## src/rtl/bfx_pkg.sv

```systemverilog
package bfx_pkg;
    localparam int unsigned IW = 32;
    localparam logic [IW-1:0] OPC_MASK = 32'hFC00C000;
    localparam logic [IW-1:0] OPC_EXT  = 32'h64004000;
    localparam logic [IW-1:0] OPC_INS  = 32'h64008000;
    localparam int unsigned RD_LO = 21;
    localparam int unsigned FW_LO = 6;
    localparam int unsigned REGW  = 5;
endpackage

```

## src/rtl/bfx_decode.sv

```systemverilog
module bfx_decode
    import bfx_pkg::*;
#(
    parameter int unsigned DW = 32,
    localparam int unsigned SW = $clog2(DW)
) (
    input  logic [IW-1:0]   instr,
    output logic            is_ext,
    output logic            is_ins,
    output logic [REGW-1:0] rd,
    output logic [SW-1:0]   sh,
    output logic [SW:0]     wid,
    output logic            bad
);
    logic [SW-1:0] fld;
    logic [SW:0]   span;

    always_comb begin
        is_ext = (instr & OPC_MASK) == OPC_EXT;
        is_ins = (instr & OPC_MASK) == OPC_INS;
        rd     = instr[RD_LO +: REGW];
        sh     = instr[SW-1:0];
        fld    = instr[FW_LO +: SW];
        span   = {1'b0, fld} + {1'b0, sh};
        if (is_ins) begin
            wid = {1'b0, fld} - {1'b0, sh} + (SW+1)'(1);
            bad = fld < sh;
        end else begin
            wid = {1'b0, fld};
            bad = span > (SW+1)'(DW);
        end
    end
endmodule

```

## src/rtl/bfx_mask.sv

```systemverilog
module bfx_mask #(
    parameter int unsigned DW = 32,
    localparam int unsigned SW = $clog2(DW)
) (
    input  logic [SW:0]   wid,
    output logic [DW-1:0] mask
);
    logic [DW:0] run;

    always_comb begin
        run  = ({{DW{1'b0}}, 1'b1} << wid) - {{DW{1'b0}}, 1'b1};
        mask = run[DW-1:0];
    end

    always_comb begin
        if (wid <= (SW+1)'(DW))
            p_mask_popcount_r4: assert ($countones(mask) == int'(wid));
    end
endmodule

```

## src/rtl/bfx_field.sv

```systemverilog
module bfx_field #(
    parameter int unsigned DW = 32,
    localparam int unsigned SW = $clog2(DW)
) (
    input  logic [DW-1:0] opa,
    input  logic [DW-1:0] dst,
    input  logic [SW-1:0] sh,
    input  logic [SW:0]   wid,
    input  logic          ins,
    output logic [DW-1:0] res
);
    logic [DW-1:0] mask;
    logic [DW-1:0] place;

    bfx_mask #(.DW(DW)) u_mask (.wid(wid), .mask(mask));

    always_comb begin
        place = mask << sh;
        if (ins)
            res = (dst & ~place) | ((opa & mask) << sh);
        else
            res = (opa >> sh) & mask;
    end
endmodule

```

## src/rtl/bfx_unit.sv

```systemverilog
module bfx_unit
    import bfx_pkg::*;
#(
    parameter int unsigned DW = 32,
    localparam int unsigned SW = $clog2(DW)
) (
    input  logic            clk,
    input  logic            rst,
    input  logic            in_vld,
    input  logic [IW-1:0]   in_instr,
    input  logic [DW-1:0]   in_opa,
    input  logic [DW-1:0]   in_dst,
    output logic            out_vld,
    output logic            out_ill,
    output logic [REGW-1:0] out_rd,
    output logic [DW-1:0]   out_res
);
    typedef struct packed {
        logic [DW-1:0]   res;
        logic [REGW-1:0] rd;
        logic            vld;
        logic            ill;
    } st_t;

    st_t st_d, st_q;

    logic            dec_ext, dec_ins, dec_bad;
    logic [REGW-1:0] dec_rd;
    logic [SW-1:0]   dec_sh;
    logic [SW:0]     dec_wid;
    logic [DW-1:0]   fld_res;

    bfx_decode #(.DW(DW)) u_dec (
        .instr(in_instr), .is_ext(dec_ext), .is_ins(dec_ins),
        .rd(dec_rd), .sh(dec_sh), .wid(dec_wid), .bad(dec_bad)
    );

    bfx_field #(.DW(DW)) u_fld (
        .opa(in_opa), .dst(in_dst), .sh(dec_sh), .wid(dec_wid),
        .ins(dec_ins), .res(fld_res)
    );

    always_comb begin
        st_d = st_q;
        st_d.vld = 1'b0;
        st_d.ill = 1'b0;
        if (in_vld && (dec_ext || dec_ins)) begin
            st_d.vld = 1'b1;
            st_d.ill = dec_bad;
            st_d.rd  = dec_rd;
            if (!dec_bad)
                st_d.res = fld_res;
            else if (dec_ins)
                st_d.res = in_dst;
            else
                st_d.res = '0;
        end
    end

    always_ff @(posedge clk) begin
        if (rst)
            st_q <= '0;
        else
            st_q <= st_d;
    end

    assign out_vld = st_q.vld;
    assign out_ill = st_q.ill;
    assign out_rd  = st_q.rd;
    assign out_res = st_q.res;

    p_vld_after_strobe_r10: assert property (@(posedge clk) disable iff (rst)
        out_vld |-> $past(in_vld));

    p_ill_needs_vld_r9: assert property (@(posedge clk) disable iff (rst)
        out_ill |-> out_vld);

    p_idle_holds_r2: assert property (@(posedge clk) disable iff (rst)
        !in_vld |=> (!out_vld && $stable(out_res)));

    p_ext_zero_width_r5: assert property (@(posedge clk) disable iff (rst)
        (in_vld && ((in_instr & OPC_MASK) == OPC_EXT) && in_instr[10:6] == 5'd0)
        |=> (out_res == '0 && !out_ill));

    p_ins_bad_passthru_r9: assert property (@(posedge clk) disable iff (rst)
        (in_vld && ((in_instr & OPC_MASK) == OPC_INS) && in_instr[10:6] < in_instr[4:0])
        |=> (out_ill && out_res == $past(in_dst)));
endmodule

```

## config.mk

```make
export PLATFORM = sky130hd
export DESIGN_NAME = bfx_unit
export DESIGN_NICKNAME = d
export VERILOG_FILES = /design/src/rtl/bfx_pkg.sv /design/src/rtl/bfx_decode.sv /design/src/rtl/bfx_mask.sv /design/src/rtl/bfx_field.sv /design/src/rtl/bfx_unit.sv
export SDC_FILE = /design/constraint.sdc
export NUM_CORES = 1
export LEC_CHECK = 0
export ABC_AREA = 1
export ABC_CLOCK_PERIOD_IN_PS = 7000
export BUFFER_PORTS_ARGS = -buffer_cell sky130_fd_sc_hd__buf_2
export CORE_MARGIN = 1
export CORE_UTILIZATION = 58
export DETAILED_ROUTE_END_ITERATION = 8
export MAX_ROUTING_LAYER = met4
export PLACE_DENSITY = 0.81
export SETUP_SLACK_MARGIN = 0.15
export SLEW_MARGIN = 20
export SYNTH_ARGS = -nofsm -noshare
export SYNTH_HDL_FRONTEND = slang
export SYNTH_SLANG_ARGS = --single-unit
```

## constraint.sdc

```tcl
create_clock -name clk -period 7 [get_ports clk]
set_clock_uncertainty 0.15 [all_clocks]
set_input_delay 0.35 -clock clk [delete_from_list [all_inputs] [get_ports clk]]
set_output_delay 0.35 -clock clk [all_outputs]
set_load 0.01 [all_outputs]
```

======== Word level (Yosys, flattened, before mapping) ========
Cells that the tools add are included.
W data, S select, Z words.
cells by class
  bitwise operators ....................... 6
  reduce and logical (&&, ||, !) cells .... 3
  add/sub/neg operators ................... 4
  $lt $le $gt $ge ......................... 2
  shift operators ......................... 4
  eq/ne operators ......................... 2
  multiplexer cells ....................... 6
operators with widths
  kind                     number
  $and A32 B32 Y32         3
  $mux W32                 3
  $shl A32 B5 Y32          2
  $not A32 Y32             1
  $or A32 B32 Y32          1
  $shl A1 B6 Y32 const A   1
  $shr A32 B5 Y32          1
  $sub A32 B1 Y32 const B  1
  $eq A8 B7 Y1 const B     2
  $add A5 B5 Y6            1
  $add A6 B1 Y6 const B    1
  $gt A6 B6 Y1 const B     1
  $mux W6                  1
  $sub A5 B5 Y6            1
  $lt A5 B5 Y1             1
  $mux W2                  1
  $reduce_or A2 Y1         1
  $logic_and A1 B1 Y1      1
  $logic_or A1 B1 Y1       1
  $mux W1                  1
  $not A1 Y1               1
storage, ports and cells
  register bits ........................... 39
  word-level logic and storage cells ...... 31
  output and inout bits ................... 39
  input bits .............................. 99

======== Longest topological paths before layout ========
  depth after elaboration ................. 11
  depth in mapped cells ................... 38
  mapped depth without buffers ............ 33

======== Hierarchy ========
A second synthesis with hierarchy kept.
unflattened totals
  cell total of the unflattened synthesis .. 1893
  area total of the unflattened synthesis .. 9703.1 um2
by module, submodules not included
  module      cells each  sequential area each (um2)  times used  area each (um2)
  bfx_field   1206        0.0                         1           5565.3
  bfx_unit    345         780.7                       1           2047.0
  bfx_mask    227         0.0                         1           1325.0
  bfx_decode  115         0.0                         1           765.7

======== Worst setup path after synthesis ========
Ideal clock, no wire load.
  kind .................................... input-to-reg
  start ................................... input port in_instr[2]
  end ..................................... register st_q, in the netlist out_res[23]
  data arrival time ....................... 4.299 ns
  buffers on the path ..................... 5
  library setup time ...................... 0.118 ns
  data required time ...................... 6.732 ns
  stages .................................. 38
  path slack .............................. 2.432 ns
  cells stage by stage .................... clkbuf_1 -> inv_2 -> clkbuf_1 -> clkbuf_1 -> ha_1 -> inv_2 -> nand2_1 -> and2_1 -> ha_1 -> inv_1 -> nand2_1 -> nand3_1 -> nand2_1 -> nand2_1 -> nand3_2 -> buf_6 -> buf_6 -> nand3_2 -> (+2 left out) -> nor2_4 -> nand2_2 -> nor2_8 -> nand2_1 -> nand2_1 -> nand2_1 -> nand2_1 -> nand3_1 -> nand2_1 -> nand2_1 -> nand2_1 -> nand3_1 -> nand2_1 -> nand2_1 -> nand2_1 -> nand2_1 -> nand2_1 -> a21boi_1
on the way
  longest elaborated chain between the ends .. 11
  elaborated cells on any way between the ends .. 19
  classes of those cells .................. add/sub: 4; order compare: 2; shift: 4; mux: 4; bitwise: 5
ends and longest elaborated chain
  what                    RTL line          text
  start: declaration      bfx_unit.sv:10    input logic [IW-1:0] in_instr,
  $sub A5 B5 Y6           bfx_decode.sv:26  wid = {1'b0, fld} - {1'b0, sh} + (SW+1)'(1);
  $add A6 B1 Y6           bfx_decode.sv:26
  $mux W6                 bfx_decode.sv:25  if (is_ins) begin
  $shl A1 B6 Y32          bfx_mask.sv:11    run = ({{DW{1'b0}}, 1'b1} << wid) - {{DW{1'b0}}, 1'b1};
  $sub A32 B1 Y32         bfx_mask.sv:11
  $shl A32 B5 Y32         bfx_field.sv:18   place = mask << sh;
  $not A32 Y32            bfx_field.sv:20   res = (dst & ~place) | ((opa & mask) << sh);
  $and A32 B32 Y32        bfx_field.sv:20
  $or A32 B32 Y32         bfx_field.sv:20
  $mux W32                bfx_field.sv:19   if (ins)
  $mux W32 (*)            bfx_unit.sv:51    if (!dec_bad)
  end signal: assignment  bfx_unit.sv:64    st_q <= st_d;
  end: declaration        bfx_unit.sv:25    st_t st_d, st_q;
Mark *: on every way between the ends. The rest lies on a longest branch, timed or not.
A chain may end at the register's enable or synchronous reset.

======== Worst setup path in the final report ========
  start ................................... input port in_instr[0]
  end ..................................... register st_q, in the netlist out_res[28]
The elaborated chain is that of the path after synthesis.

==> flow_metrics.tcl <==
set metrics [dict create \
    synth-edff-count 0 \
    final_nets 1945 \
    grt_start_max_net_pins 105 \
    viasPerCell 6.40 \
    drcViolationCount 0 \
    holdCritStartpoint "in_instr[24]" \
    number_of_clock_buffers_inserted_by_tritoncts 5 \
    cts_clock_pin_slew_for_the_worst_setup_and_hold_paths_ns 0.06 \
    worst-slew-pin-transition_ns 1.07 \
    die_y_um 127 \
    timing.fmax_mhz 183 \
    preCtsSetupSlack_ns 1.61 \
    worst_hold_path.num_cells 3 \
    timing.final.crit_period_ns 5.46 \
    min_to "out_rd[3]" \
    ff2ff_path_depth 2 \
    antennaDiodeCount 0 \
    clock_sink_count 39 \
    cp-start-kind "primary input" \
    grt_use_total_pct 51.7 \
    final-max-slew-violation-count 0 \
    gr-total-overflow 0 \
    clk-insertion-delay-late_ns 0.29 \
    setup.reg_to_reg.worst_slack_ns 6.06 \
    leakage_uw 0.00538 \
    chipWidth_um 127 \
    nFillCells 1563 \
    netlist_instances 1785 \
    setup_viol 0 \
    status "finished, final reports clean" \
    p_per_area_mw_per_mm2 130 \
    drtPass1Iterations 7 \
    irDropWorstVdd_mv 0.129 \
    syn2layout_area_growth_pct 7.95 \
    fin_total_pwr_uw 1270 \
    multi_input_comb_area_sq_mm 0.00729 \
    max_stage_delay_ns 0.74 \
    final_period_utilization_pct 78.0 \
    fraction_of_synthesis_flops_using_an_asynchronous_set_or_reset_pin_pct 0 \
    finalWeightedCongestion 1.08 \
    data_required_time_at_the_worst_endpoint_ns 7.03 \
    ys_warn_count 0 \
    slowest_stage "sky130_fd_sc_hd__buf_4" \
    cts_max_level 2 \
    first_global_vias 11600 \
    initial_utilization_pct 59.4 \
    crit_type "in2reg" \
    stdcell_count 2016 \
    yosys_register_bits 39 \
    rows 45 \
    cts.repair.resized 0 \
    synth_cell_types 54 \
    cts_tree "built" \
    grt_antenna_before_repair 0 \
    worst_path_most_repeated_cell "sky130_fd_sc_hd__nand2_1" \
    final_hold_viol_count 0 \
    hp-class "in2reg" \
    numPortBuffers 128 \
    route.vias.total 12900 \
    r2r_start "out_rd[2]" \
    final_layout_size_suffix_gt1_share_pct 13.0 \
    mappedNetlistNets 1903 \
    grt_pass1_wl_um 62700 \
    regToRegEndpoint "out_rd[2]" \
    die-area_sq_mm 0.0161 \
    cp_max_fanout 104 \
    slew_headroom_pct 28.7 \
    endpoint_arrival_time_on_the_critical_path_ns 5.49 \
    crit_path_start "in_instr[0]" \
    ys.flop_type "sky130_fd_sc_hd__dfxtp_1" \
    cts_hold_buf 0 \
    floorplan.io_pins 138 \
    tns_ns 0 \
    numPlacedInstances 2008 \
    critical_path.top_delay_family "simple AND/OR/NAND/NOR gates" \
    routed_wire_length_per_instance_um 20.0 \
    critical_path_end_type "flip-flop" \
    yosysSeqAreaShare_pct 8.64 \
    cts_setup_buffers 0 \
    mostFrequentLayoutCell "sky130_fd_sc_hd__nand2_1" \
    detail_route.wirelength_um 40400 \
    place.detailed.hpwl_um 29700 \
    number_of_violations_of_the_max_capacitance_limit 0 \
    most-common-layout-cells "sky130_fd_sc_hd__nand2_1 (575), sky130_fd_sc_hd__nand3_1 (365), sky130_fd_sc_hd__nor2_1 (143)" \
    mappedNetlistArea_sq_mm 0.00904 \
    critPathBufInv 5 \
    finish.utilization_pct 64.2 \
    postLayoutSetupSlackWorst_ns 1.54 \
    drt_iter0_markers 2208 \
    fp.coreArea_sq_mm 0.0152 \
    detail-route-antenna-nets 0 \
    ctsRootBufferMaster "sky130_fd_sc_hd__clkbuf_16" \
    ctsLongestPathBuffers 2 \
    post_synth.cell_area_avg_sq_um 5.06 \
    register_area_sq_um 781 \
    rsz0062_at_grt "no" \
]
-- per-stage QoR --
stage,hold WS [ns],instance area (sq um)
after floorplan,0.335,9040
after global placement,0.338,9570
after detailed placement,0.351,9570
after CTS,0.159,9760
after global routing,0.170,9760
final,0.155,9760
-- power by group --
part	total [uW]	internal (uW)	leakage (uW)	switching (uW)
combinational	752	213	0.00498	539
clock	297	204	0.0000911	92.4
sequential	223	223	0.000314	0.505
-- tightest hold or removal path, delay by kind of cell --
kind,cells,cell delay (ns)
buffers and inverters,1,0.08
and+or+nand+nor,2,0.13
-- Yosys cell counts, drive strengths merged (2+ instances only) --
library cell / count / area share [%]
clkbuf: 60 / 2.5
a21boi: 12 / 1.0
nor4: 3 / 0.21
nor2: 163 / 7.9
o22ai: 5 / 0.35
nand4: 16 / 1.1
o21bai: 4 / 0.33
and2: 6 / 0.42
nand3: 390 / 23
fa: 2 / 0.44
a22o: 2 / 0.19
nand2: 596 / 26
buf: 46 / 2.5
mux2i: 3 / 0.33
inv: 129 / 5.4
o21ai: 132 / 7.5
a21oi: 99 / 5.5
nor3: 6 / 0.44
clkinv: 8 / 0.35
ha: 17 / 2.4
nand3b: 4 / 0.33
xnor2: 2 / 0.19
dfxtp: 39 / 8.6
a211oi: 2 / 0.17
a31oi: 4 / 0.35
xor2: 4 / 0.39
o211ai: 21 / 1.7
o21a: 2 / 0.17
-- worst max path at each step --
stage	end	slack, ns	depth (start not counted)
2_1_floorplan	out_res[23]	2.43	38
3_3_place_gp	out_res[25]	1.69	29
3_5_place_dp	out_res[25]	1.61	29
4_1_cts	out_res[25]	1.88	29
5_1_grt	out_res[25]	1.21	29
6_report	out_res[28]	1.54	29
-- routing by layer --
layer,track usage [%],vias up,wire length (um)
met5,-,-,0
met4,33.5,0,3250
met3,13.5,247,5410
met2,75.5,980,16700
met1,62.8,5637,15100
li1,-,6035,-
-- state kept, by name, indices dropped and copies added (netlist names) --
name,count
out_ill,1
out_rd,5
out_res,32
out_vld,1
-- final cells by class --
class / count / area share (%)
flip-flops and latches: 39 / 8.00
multi-input cells: 1503 / 74.7
clock inverters: 2 / 0.616
well taps: 188 / 2.41
clock buffers: 6 / 1.32
inverters: 137 / 5.31
repair buffers: 141 / 7.59
-- cells by family after synthesis --
kind of cell | Yosys count | share of synthesized area (%)
simple gates | 1187 | 59.2
buf+inv | 243 | 10.7
xor+xnor | 6 | 0.581
fa+ha+maj | 19 | 2.80
mux | 3 | 0.332
compound gates | 288 | 17.7
flops | 39 | 8.64
Power figures use the tool's default switching activity.
